### src/rtl/lq_pkg.sv
package lq_pkg;

    typedef enum logic [1:0] {
        PTR_HOLD,
        PTR_ALLOC,
        PTR_COMMIT,
        PTR_SQUASH
    } ptr_op_e;

    typedef enum logic {
        SCAN_IDLE,
        SCAN_RUN
    } scan_state_e;

    function automatic int unsigned wrap_inc(int unsigned i, int unsigned n);
        return (i + 1 >= n) ? 0 : i + 1;
    endfunction

    function automatic int unsigned wrap_dec(int unsigned i, int unsigned n);
        return (i == 0) ? n - 1 : i - 1;
    endfunction

    function automatic int unsigned wrap_add(int unsigned i, int unsigned k, int unsigned n);
        int unsigned s;
        s = i + k;
        return (s >= n) ? s - n : s;
    endfunction

    function automatic int unsigned age_of(int unsigned i, int unsigned head, int unsigned n);
        return (i >= head) ? i - head : i + n - head;
    endfunction

    function automatic logic same_block(logic [63:0] a, logic [63:0] b, int unsigned sh);
        return (a >> sh) == (b >> sh);
    endfunction

endpackage

### src/rtl/lq_age_find.sv
module lq_age_find #(
    parameter int SLOTS = 9,
    parameter int SEQ_W = 16,
    parameter int IDX_W = 4
) (
    input  logic [IDX_W-1:0]            head,
    input  logic [IDX_W-1:0]            cnt,
    input  logic [SLOTS-1:0][SEQ_W-1:0] seqs,
    input  logic [SEQ_W-1:0]            limit,
    output logic [IDX_W-1:0]            off
);
    import lq_pkg::*;

    // Age offset of the first live entry younger than limit; cnt if none.
    always_comb begin
        logic found;
        found = 1'b0;
        off   = cnt;
        for (int k = 0; k < SLOTS; k++) begin
            if (!found && k < int'(cnt) &&
                seqs[wrap_add(32'(head), k, SLOTS)] > limit) begin
                off   = IDX_W'(k);
                found = 1'b1;
            end
        end
    end

endmodule

### src/rtl/lq_scan.sv
module lq_scan #(
    parameter int SLOTS     = 9,
    parameter int IDX_W     = 4,
    parameter int SEQ_W     = 16,
    parameter int ADDR_W    = 32,
    parameter int BLK_SHIFT = 8
) (
    input  logic              clk,
    input  logic              rst,
    input  logic              chk_valid,
    input  logic [IDX_W-1:0]  chk_idx,
    input  logic [ADDR_W-1:0] chk_addr,
    input  logic [IDX_W-1:0]  head,
    input  logic [IDX_W-1:0]  cnt,
    input  logic [SEQ_W-1:0]  e_seq,
    input  logic              e_av,
    input  logic [ADDR_W-1:0] e_addr,
    input  logic              squash_valid,
    input  logic [SEQ_W-1:0]  squash_seq,
    output logic              busy,
    output logic [IDX_W-1:0]  ptr,
    output logic              done,
    output logic              hit,
    output logic [SEQ_W-1:0]  hit_seq,
    output logic [IDX_W-1:0]  hit_idx
);
    import lq_pkg::*;

    scan_state_e       state_q, state_n;
    logic [IDX_W-1:0]  ptr_q, ptr_n;
    logic [ADDR_W-1:0] st_addr_q, st_addr_n;
    logic              hit_q, hit_n;
    logic [SEQ_W-1:0]  hseq_q, hseq_n;
    logic [IDX_W-1:0]  hidx_q, hidx_n;
    logic              in_range;
    logic              match;

    assign in_range = age_of(32'(ptr_q), 32'(head), SLOTS) < 32'(cnt);
    assign match    = e_av &&
                      same_block(64'(e_addr), 64'(st_addr_q), BLK_SHIFT) &&
                      !(squash_valid && e_seq > squash_seq);

    always_comb begin
        state_n   = state_q;
        ptr_n     = ptr_q;
        st_addr_n = st_addr_q;
        hit_n     = hit_q;
        hseq_n    = hseq_q;
        hidx_n    = hidx_q;
        case (state_q)
            SCAN_IDLE: begin
                if (chk_valid) begin
                    state_n   = SCAN_RUN;
                    ptr_n     = chk_idx;
                    st_addr_n = chk_addr;
                    hit_n     = 1'b0;
                end
            end
            default: begin
                if (in_range) begin
                    ptr_n = IDX_W'(wrap_inc(32'(ptr_q), SLOTS));
                    // entries are visited oldest first: the first hit is the oldest
                    if (!hit_q && match) begin
                        hit_n  = 1'b1;
                        hseq_n = e_seq;
                        hidx_n = ptr_q;
                    end
                end else begin
                    state_n = SCAN_IDLE;
                end
            end
        endcase
        if (squash_valid && hit_q && hseq_q > squash_seq) begin
            hit_n = 1'b0;
        end
    end

    always_ff @(posedge clk) begin
        if (rst) begin
            state_q <= SCAN_IDLE;
            ptr_q   <= '0;
            hit_q   <= 1'b0;
            hseq_q  <= '0;
            hidx_q  <= '0;
        end else begin
            state_q <= state_n;
            ptr_q   <= ptr_n;
            hit_q   <= hit_n;
            hseq_q  <= hseq_n;
            hidx_q  <= hidx_n;
        end
    end

    always_ff @(posedge clk) begin
        st_addr_q <= st_addr_n;
    end

    assign busy    = (state_q == SCAN_RUN);
    assign ptr     = ptr_q;
    assign done    = (state_q == SCAN_RUN) && !in_range;
    assign hit     = hit_q;
    assign hit_seq = hseq_q;
    assign hit_idx = hidx_q;

    AST_SCAN_ACCEPT: assert property (@(posedge clk) disable iff (rst)
        chk_valid && state_q == SCAN_IDLE |=> state_q == SCAN_RUN);

    AST_PTR_RANGE: assert property (@(posedge clk) disable iff (rst)
        state_q == SCAN_RUN |-> 32'(ptr_q) < SLOTS);

endmodule

### src/rtl/lq_viol.sv
module lq_viol #(
    parameter int SEQ_W = 16,
    parameter int IDX_W = 4
) (
    input  logic             clk,
    input  logic             rst,
    input  logic             done,
    input  logic             hit,
    input  logic [SEQ_W-1:0] hit_seq,
    input  logic [IDX_W-1:0] hit_idx,
    input  logic             ack,
    input  logic             squash_valid,
    input  logic [SEQ_W-1:0] squash_seq,
    output logic             v,
    output logic [SEQ_W-1:0] seq,
    output logic [IDX_W-1:0] idx
);
    logic             v_q, v_n, base_v, take;
    logic [SEQ_W-1:0] seq_q, seq_n;
    logic [IDX_W-1:0] idx_q, idx_n;

    always_comb begin
        base_v = v_q && !ack;
        take   = done && hit && (!base_v || hit_seq < seq_q);
        v_n    = take || base_v;
        seq_n  = take ? hit_seq : seq_q;
        idx_n  = take ? hit_idx : idx_q;
        if (squash_valid && squash_seq < seq_n) begin
            v_n = 1'b0;
        end
    end

    always_ff @(posedge clk) begin
        if (rst) begin
            v_q   <= 1'b0;
            seq_q <= '0;
            idx_q <= '0;
        end else begin
            v_q   <= v_n;
            seq_q <= seq_n;
            idx_q <= idx_n;
        end
    end

    assign v   = v_q;
    assign seq = seq_q;
    assign idx = idx_q;

    AST_VIOL_OLDER: assert property (@(posedge clk) disable iff (rst)
        v_q && $past(v_q) && !$past(ack) |-> seq_q <= $past(seq_q));

    AST_ACK_CLEAR: assert property (@(posedge clk) disable iff (rst)
        ack && v_q && !(done && hit) |=> !v_q);

    AST_SQUASH_CLEAR: assert property (@(posedge clk) disable iff (rst)
        squash_valid |=> !v_q || seq_q <= $past(squash_seq));

endmodule

### src/rtl/load_order_queue.sv
module load_order_queue #(
    parameter int CAP       = 8,
    parameter int SEQ_W     = 16,
    parameter int ADDR_W    = 32,
    parameter int SQ_IDX_W  = 4,
    parameter int BLK_SHIFT = 8,
    localparam int SLOTS    = CAP + 1,
    localparam int IDX_W    = $clog2(SLOTS)
) (
    input  logic                clk,
    input  logic                rst,
    input  logic                alloc_valid,
    input  logic [SEQ_W-1:0]    alloc_seq,
    input  logic [SQ_IDX_W-1:0] alloc_sq_tail,
    output logic [IDX_W-1:0]    alloc_idx,
    output logic                lq_full,
    input  logic                addr_valid,
    input  logic [IDX_W-1:0]    addr_idx,
    input  logic [ADDR_W-1:0]   addr_value,
    input  logic                chk_valid,
    output logic                chk_ready,
    input  logic [IDX_W-1:0]    chk_idx,
    input  logic [ADDR_W-1:0]   chk_addr,
    input  logic                commit_valid,
    input  logic [SEQ_W-1:0]    commit_seq,
    input  logic                squash_valid,
    input  logic [SEQ_W-1:0]    squash_seq,
    output logic                head_valid,
    output logic [SEQ_W-1:0]    head_seq,
    output logic [SQ_IDX_W-1:0] head_sq_tail,
    output logic                viol_valid,
    output logic [SEQ_W-1:0]    viol_seq,
    output logic [IDX_W-1:0]    viol_idx,
    input  logic                viol_ack
);
    import lq_pkg::*;

    logic [IDX_W-1:0] head_q, tail_q, cnt_q;
    logic [SLOTS-1:0][SEQ_W-1:0]    seq_all;
    logic [SLOTS-1:0][SQ_IDX_W-1:0] sqt_all;
    logic [SLOTS-1:0]               av_all;
    logic [SLOTS-1:0][ADDR_W-1:0]   addr_all;

    logic             alloc_fire;
    logic             addr_live;
    logic [SEQ_W-1:0] cut_seq;
    logic [IDX_W-1:0] cut_off;
    logic [SEQ_W-1:0] tail_seq;
    ptr_op_e          op;

    logic             scan_busy, scan_done, scan_hit;
    logic [IDX_W-1:0] scan_ptr, scan_hit_idx;
    logic [SEQ_W-1:0] scan_hit_seq;

    assign lq_full    = (IDX_W'(wrap_inc(32'(tail_q), SLOTS)) == head_q);
    assign alloc_fire = alloc_valid && !lq_full && !commit_valid && !squash_valid;
    assign addr_live  = age_of(32'(addr_idx), 32'(head_q), SLOTS) < 32'(cnt_q);
    assign cut_seq    = squash_valid ? squash_seq : commit_seq;

    always_comb begin
        if (squash_valid)      op = PTR_SQUASH;
        else if (commit_valid) op = PTR_COMMIT;
        else if (alloc_fire)   op = PTR_ALLOC;
        else                   op = PTR_HOLD;
    end

    // ---------------- per-slot storage ----------------
    for (genvar s = 0; s < SLOTS; s++) begin : g_slot
        logic [SEQ_W-1:0]    seq_r;
        logic [SQ_IDX_W-1:0] sqt_r;
        logic                av_r;
        logic [ADDR_W-1:0]   addr_r;
        logic                alloc_here, addr_here;

        assign alloc_here = alloc_fire && (tail_q == IDX_W'(s));
        assign addr_here  = addr_valid && addr_live && (addr_idx == IDX_W'(s));

        always_ff @(posedge clk) begin
            if (alloc_here) begin
                seq_r <= alloc_seq;
                sqt_r <= alloc_sq_tail;
            end
            if (addr_here) begin
                addr_r <= addr_value;
            end
        end

        always_ff @(posedge clk) begin
            if (rst)             av_r <= 1'b0;
            else if (alloc_here) av_r <= 1'b0;
            else if (addr_here)  av_r <= 1'b1;
        end

        assign seq_all[s]  = seq_r;
        assign sqt_all[s]  = sqt_r;
        assign av_all[s]   = av_r;
        assign addr_all[s] = addr_r;
    end

    // ---------------- commit / squash boundary ----------------
    lq_age_find #(.SLOTS(SLOTS), .SEQ_W(SEQ_W), .IDX_W(IDX_W)) u_find (
        .head  (head_q),
        .cnt   (cnt_q),
        .seqs  (seq_all),
        .limit (cut_seq),
        .off   (cut_off)
    );

    always_ff @(posedge clk) begin
        if (rst) begin
            head_q <= '0;
            tail_q <= '0;
            cnt_q  <= '0;
        end else begin
            case (op)
                PTR_SQUASH: begin
                    tail_q <= IDX_W'(wrap_add(32'(head_q), 32'(cut_off), SLOTS));
                    cnt_q  <= cut_off;
                end
                PTR_COMMIT: begin
                    head_q <= IDX_W'(wrap_add(32'(head_q), 32'(cut_off), SLOTS));
                    cnt_q  <= cnt_q - cut_off;
                end
                PTR_ALLOC: begin
                    tail_q <= IDX_W'(wrap_inc(32'(tail_q), SLOTS));
                    cnt_q  <= cnt_q + 1'b1;
                end
                default: ;
            endcase
        end
    end

    // ---------------- store ordering scan ----------------
    lq_scan #(
        .SLOTS(SLOTS), .IDX_W(IDX_W), .SEQ_W(SEQ_W),
        .ADDR_W(ADDR_W), .BLK_SHIFT(BLK_SHIFT)
    ) u_scan (
        .clk          (clk),
        .rst          (rst),
        .chk_valid    (chk_valid),
        .chk_idx      (chk_idx),
        .chk_addr     (chk_addr),
        .head         (head_q),
        .cnt          (cnt_q),
        .e_seq        (seq_all[scan_ptr]),
        .e_av         (av_all[scan_ptr]),
        .e_addr       (addr_all[scan_ptr]),
        .squash_valid (squash_valid),
        .squash_seq   (squash_seq),
        .busy         (scan_busy),
        .ptr          (scan_ptr),
        .done         (scan_done),
        .hit          (scan_hit),
        .hit_seq      (scan_hit_seq),
        .hit_idx      (scan_hit_idx)
    );

    lq_viol #(.SEQ_W(SEQ_W), .IDX_W(IDX_W)) u_viol (
        .clk          (clk),
        .rst          (rst),
        .done         (scan_done),
        .hit          (scan_hit),
        .hit_seq      (scan_hit_seq),
        .hit_idx      (scan_hit_idx),
        .ack          (viol_ack),
        .squash_valid (squash_valid),
        .squash_seq   (squash_seq),
        .v            (viol_valid),
        .seq          (viol_seq),
        .idx          (viol_idx)
    );

    assign chk_ready    = !scan_busy;
    assign alloc_idx    = tail_q;
    assign head_valid   = (cnt_q != '0);
    assign head_seq     = seq_all[head_q];
    assign head_sq_tail = sqt_all[head_q];
    assign tail_seq     = seq_all[IDX_W'(wrap_dec(32'(tail_q), SLOTS))];

    AST_FULL_MATCH: assert property (@(posedge clk) disable iff (rst)
        (32'(cnt_q) == CAP) == lq_full);

    AST_NO_OVERFLOW: assert property (@(posedge clk) disable iff (rst)
        alloc_valid && lq_full && !commit_valid && !squash_valid |=> $stable(tail_q));

    AST_COMMIT_HEAD: assert property (@(posedge clk) disable iff (rst)
        commit_valid && !squash_valid |=> cnt_q == '0 || head_seq > $past(commit_seq));

    AST_SQUASH_TAIL: assert property (@(posedge clk) disable iff (rst)
        squash_valid |=> cnt_q == '0 || tail_seq <= $past(squash_seq));

endmodule

### config.mk
export PLATFORM = sky130hd
export DESIGN_NAME = load_order_queue
export DESIGN_NICKNAME = d
export VERILOG_FILES = /design/src/rtl/lq_pkg.sv /design/src/rtl/lq_age_find.sv /design/src/rtl/lq_scan.sv /design/src/rtl/lq_viol.sv /design/src/rtl/load_order_queue.sv
export SDC_FILE = /design/constraint.sdc
export NUM_CORES = 2
export LEC_CHECK = 0
export ABC_AREA = 1
export BUFFER_PORTS_ARGS = -buffer_cell sky130_fd_sc_hd__buf_2
export CORE_MARGIN = 1
export CORE_UTILIZATION = 56
export CTS_CLUSTER_SIZE = 12
export DETAILED_ROUTE_END_ITERATION = 7
export PLACE_DENSITY = 0.77
export SLEW_MARGIN = 40
export SYNTH_ARGS = -nofsm -noshare
export SYNTH_HDL_FRONTEND = slang
export SYNTH_SLANG_ARGS = --single-unit
### constraint.sdc
create_clock -name clk -period 6.3 [get_ports clk]
set_clock_uncertainty 0.15 [all_clocks]
set_input_delay 1.26 -clock clk [delete_from_list [all_inputs] [get_ports clk]]
set_output_delay 1.26 -clock clk [all_outputs]
set_load 0.02 [all_outputs]
==> results of run 1 <==
## routing by layer
layer	overflow	GRT usage, %
met1	1	80.18
met2	20	89.05
met3	1	57.90
met4	20	65.56
met5	0	26.68
## cells in the mapped netlist (all sizes together) (39+ instances only)
library cell / count
ha: 267
buf: 102
clkbuf: 290
o221ai: 134
nor2: 513
o311ai: 39
a21oi: 507
o211ai: 115
a32o: 44
nand3: 232
dfxtp: 68
inv: 467
o21ai: 1117
nor3: 80
edfxtp: 420
nand2: 504
o22ai: 39
## per-stage QoR
stage	hold slack (ns)	setup WS, ns	util [%]	TNS (ns)
floorplan	0.2888	0.03080	-	0
global placement	0.3008	-0.05830	64.61	-0.1020
detailed placement	0.3066	-0.1835	64.61	-1.212
CTS	0.3207	0.002744	67.58	0
## what timing repair did
item / 4_1_cts
buffers inserted: 3
resized for setup: 67
gates cloned: 2
pin swaps: 6
setup endpoints to repair: 11
## kinds of logic after synthesis
| logic type | synth area share, % |
|---|---|
| buffers and inverters | 8.740 |
| adders and majority gates | 8.888 |
| xor gates and xnor gates | 0.7648 |
| DFF | 35.89 |
| AOI/OAI and AO/OA | 30.69 |
| and+or+nand+nor | 15.03 |
==> results.py, run 1 <==
metrics = {
    "die": {
        "die_w_um": 265.7,
        "initial_core_util_pct": 56.67,
        "io_pins": 180,
        "placementRows": 96,
        "die_y_um": 265.7,
    },
    "cts": {
        "clockBufferDepth": 3,
        "numCtsBuffers": 54,
        "cts.sink_count": 488,
        "cts.htree.levels": 2,
        "root_buffer": "clkbuf_16",
        "postCtsHoldBufs": 0,
    },
    "timing": {
        "worst-ep-kind": "register data pin",
        "postGrtWorstEndpoint": "head_q[2]$_SDFFE_PP0N_/D",
    },
    "yosys": {
        "yosys.area.top_type": "edfxtp_1",
        "synth-seq-area-share_pct": 35.89,
        "netlist_top_cells_area": "edfxtp_1, o21ai_0, ha_1, a21oi_1, nor2_1",
        "synth_top_area_share_pct": 32.39,
        "ys_types": 61,
        "async_flop_share_pct": 0,
        "synth_edf_count": 420,
        "synth_fp_nets": 5552,
        "syn_inst": 5147,
        "postSynthAreaPerCell_um2": 7.565,
        "ys.flop_type": "edfxtp_1",
        "syn_area_um2": 38940,
        "synth_seq_cells": 488,
        "ys_warn_count": 0,
    },
    "grt": {
        "grt_max_degree": 152,
        "grt_overflow": 42,
        "antenna_found_initial": 38,
        "grt.total_usage_pct": 74.39,
    },
    "status": {
        "firstError": "[ERROR GRT-0232] Routing congestion too high. Check the congestion heatmap in the GUI.",
        "status": "aborted with a tool error",
        "lastStage": "global routing",
    },
    "place": {
        "place_area_um2": 44390,
        "hpwlAfterDp_um": 143600,
        "gp_congestion": 1.146,
        "dp.cells": 6403,
        "port_buffers": 163,
    },
}
==> inputs of run 2 (changes only) <==
--- a/config.mk
+++ b/config.mk
@@ -8,10 +8,9 @@
 export ABC_AREA = 1
 export BUFFER_PORTS_ARGS = -buffer_cell sky130_fd_sc_hd__buf_2
 export CORE_MARGIN = 1
-export CORE_UTILIZATION = 56
-export CTS_CLUSTER_SIZE = 12
+export CORE_UTILIZATION = 40
 export DETAILED_ROUTE_END_ITERATION = 7
-export PLACE_DENSITY = 0.77
+export PLACE_DENSITY_LB_ADDON = 0.15
 export SLEW_MARGIN = 40
 export SYNTH_ARGS = -nofsm -noshare
 export SYNTH_HDL_FRONTEND = slang
==> constraint.sdc (replaced) <==
create_clock -name clk -period 8.19 [get_ports clk]
set_clock_uncertainty 0.15 [all_clocks]
set_input_delay 1.638 -clock clk [delete_from_list [all_inputs] [get_ports clk]]
set_output_delay 1.638 -clock clk [all_outputs]
set_load 0.02 [all_outputs]
==> results.py, run 2 <==
metrics = {
    "status": {
        "status": "complete, but fails checks",
        "violations": "design-rule violations",
    },
    "setup_path": {
        "cp_slowest_stage_delay_ns": 0.45,
        "critPathCaptureType": "flip-flop",
        "rrSetupSlack_ns": 0.34,
        "crit_path_max_fanout": 47,
        "cp_data_arrival_time_ns": 8.26,
        "crit_required_ns": 8.60,
        "crit_slowest_cell": "nand4_1",
        "path_common_cell": "nand2_1",
        "rr_worst_depth": 40,
        "worstSetupStartpointType": "flip-flop",
        "crit_type": "reg2reg",
    },
    "yosys": {
        "synth_seq_cells": 488,
        "synth-seq-area-share_pct": 35.89,
        "netlist_top_cells_area": "edfxtp_1, o21ai_0, ha_1, a21oi_1, nor2_1",
        "async_flop_share_pct": 0,
        "synth_fp_nets": 5552,
        "postSynthAreaPerCell_um2": 7.565,
        "yosys.area.top_type": "edfxtp_1",
        "ys_warn_count": 0,
        "syn_area_um2": 38940,
        "yosysMostFrequentCell": "o21ai_0",
        "synth_edf_count": 420,
        "synth_common_cells": "o21ai_0, nor2_1, a21oi_1",
        "ys_types": 61,
        "synth_top_area_share_pct": 32.39,
        "ys.flop_type": "edfxtp_1",
        "syn_inst": 5147,
    },
    "final_layout": {
        "regArea_um2": 13990,
        "drive_gt1_share_pct": 11.34,
        "largest_registers": "g_slot.addr_r (216), g_slot.seq_r (144), g_slot.sqt_r (36)",
        "top_register": "g_slot.addr_r",
        "n_fill_cell": 9644,
        "largest_register_ffs": 216,
        "multi_input_area_um2": 21860,
        "syn_to_final_growth_pct": 12.70,
        "nNetsFinal": 5606,
        "final_common_cell": "o21ai_0",
        "mostFrequentLayoutCells": "o21ai_0, nor2_1, a21oi_1",
        "post-route-util_pct": 45.45,
    },
    "cts": {
        "cts_setup_buffers": 0,
        "cts.clk_slew.worst_paths_ns": 0.06,
        "postCtsHoldBufs": 0,
        "cts.htree.levels": 2,
        "cts.sink_count": 488,
        "numCtsBuffers": 58,
        "root_buffer": "clkbuf_16",
        "clockBufferDepth": 3,
        "tritoncts": "done",
        "insertion_delay_ns": 0.74,
    },
    "route": {
        "drc": 1,
        "vias": 42012,
        "drt-met1-wl_um": 78390,
        "first_iter_violations": 5898,
        "wl_um": 202700,
        "drt_pass1_iterations": 8,
        "via_per_inst": 6.433,
        "wl_met3_um": 22750,
        "ant_nets": 0,
        "wl_met2_um": 83940,
        "top_layer": "met5",
        "post_drt_wl_per_cell_um": 31.04,
    },
    "pwr": {
        "sw_frac_of_total_pct": 56.90,
        "peakVddDrop_mv": 0.2889,
        "clockPowerShare_pct": 14.1,
        "p_comb_share_pct": 70.6,
        "net-switching-power_uw": 10860,
        "total_leakage_power_uw": 0.01741,
        "cell_internal_pwr_uw": 8230,
        "power_frac_seq_pct": 15.3,
        "power.density_nw_per_um2": 435.1,
    },
    "timing": {
        "slew_viol_final": 0,
        "relSlewSlack_pct": 35.57,
        "worst-slew-pin-transition_ns": 0.9563,
        "period_share_pct": 95.86,
        "fin_hold_ws_ns": 0.3144,
        "tns_ns": 0,
        "rsz0062_at_grt": "no",
        "min_period_ns": 7.851,
        "fmax_ghz": 0.1274,
        "finalHoldViolations": 0,
        "setup_violations": 0,
    },
    "job": {
        "cap_violations": 0,
    },
    "grt": {
        "antenna_found_initial": 21,
        "grt_pass1_vias": 37940,
        "grt_overflow": 0,
        "grt_pass1_wl_um": 282800,
        "grt.total_usage_pct": 40.21,
        "grt_max_degree": 85,
    },
    "die": {
        "die_w_um": 314.0,
        "coreArea_um2": 96570,
        "placementRows": 114,
        "die-area_um2": 98600,
        "initial_core_util_pct": 40.32,
        "io_pins": 180,
        "die_y_um": 314.0,
    },
    "place": {
        "port_buffers": 163,
        "gp_congestion": 1.053,
        "hpwlAfterDp_um": 137300,
    },
    "hold_path": {
        "hp-class": "reg2reg",
        "worstHoldPathCells": 2,
    },
}
[run 2: cell counts after synthesis]
Identical to the previous run, type by type.
[run 2: final timing paths]
check | startpoint | end
worst max-delay path | head_q[2] | head_q[1]
worst min-delay path | u_viol.idx[2] | u_viol.idx[2]
worst max register to register | head_q[2] | head_q[1]
worst min register to register | u_viol.idx[2] | u_viol.idx[2]
[run 2: final cells by class]
cell class                 count  share of cell area, %
clock inverter                41                  1.024
sequential                   488                  31.88
timing repair buffer         386                  6.147
clock buffer                  66                  3.376
multi-input combinational   3791                  49.81
antenna                        7                0.03992
inverter                     476                  4.088
tap                         1276                  3.638
[run 2: per-stage QoR]
stage	std cells	worst slack [ns]	power [uW]	area, um^2
after global placement	6416	0.7165	15620	41850
after CTS	6524	0.5817	18430	43850
after global routing	6527	0.03704	19980	43870
after floorplan	5147	1.682	10350	38940
after detailed placement	6417	0.6282	15710	41920
final	6531	0.3389	19090	43880
[run 2: power groups by stage]
stage / clock, uW / sequential, uW / combinational (uW)
floorplan: 0 / 2910 / 7440
global placement: 0 / 2970 / 12600
detailed placement: 0 / 2970 / 12700
CTS: 2720 / 2920 / 12800
global route: 2820 / 2930 / 14200
finish: 2690 / 2920 / 13500
[run 2: cells by family (layout without fill, tap and decap cells)]
| family | count (synthesis) | count (layout) | synth area share, % |
|---|---|---|---|
| adders and majority gates | 273 | 273 | 8.888 |
| other | 0 | 7 | 0 |
| DFF | 488 | 488 | 35.89 |
| AOI/OAI and AO/OA | 2090 | 2090 | 30.69 |
| and+or+nand+nor | 1394 | 1394 | 15.03 |
| xor gates and xnor gates | 34 | 34 | 0.7648 |
| buffers and inverters | 868 | 969 | 8.740 |
[run 2: what timing repair did]
item / CTS / global route
gates resized for setup: 0 / 1
endpoints found under the setup margin: 0 / 5
endpoints found under the hold margin: 0 / 0
[run 2: layer usage]
metal | vias up | track usage, %
met2 | 2786 | 58.84
met4 | 14 | 28.77
li1 | 18676 | -
met3 | 765 | 10.64
met5 | - | 0
met1 | 19771 | 51.23
[run 2: critical path, delay by kind of cell (launching register included)]
| kind | cells | cell delay, ns |
|---|---|---|
| AND/OR/NAND/NOR | 22 | 3.47 |
| flip-flops | 1 | 0.38 |
| buffers and inverters | 9 | 1.50 |
| AO/OA/AOI/OAI | 5 | 1.05 |
| adder cells (fa/ha/maj) | 4 | 0.99 |
(Power assumes the default switching activity.)
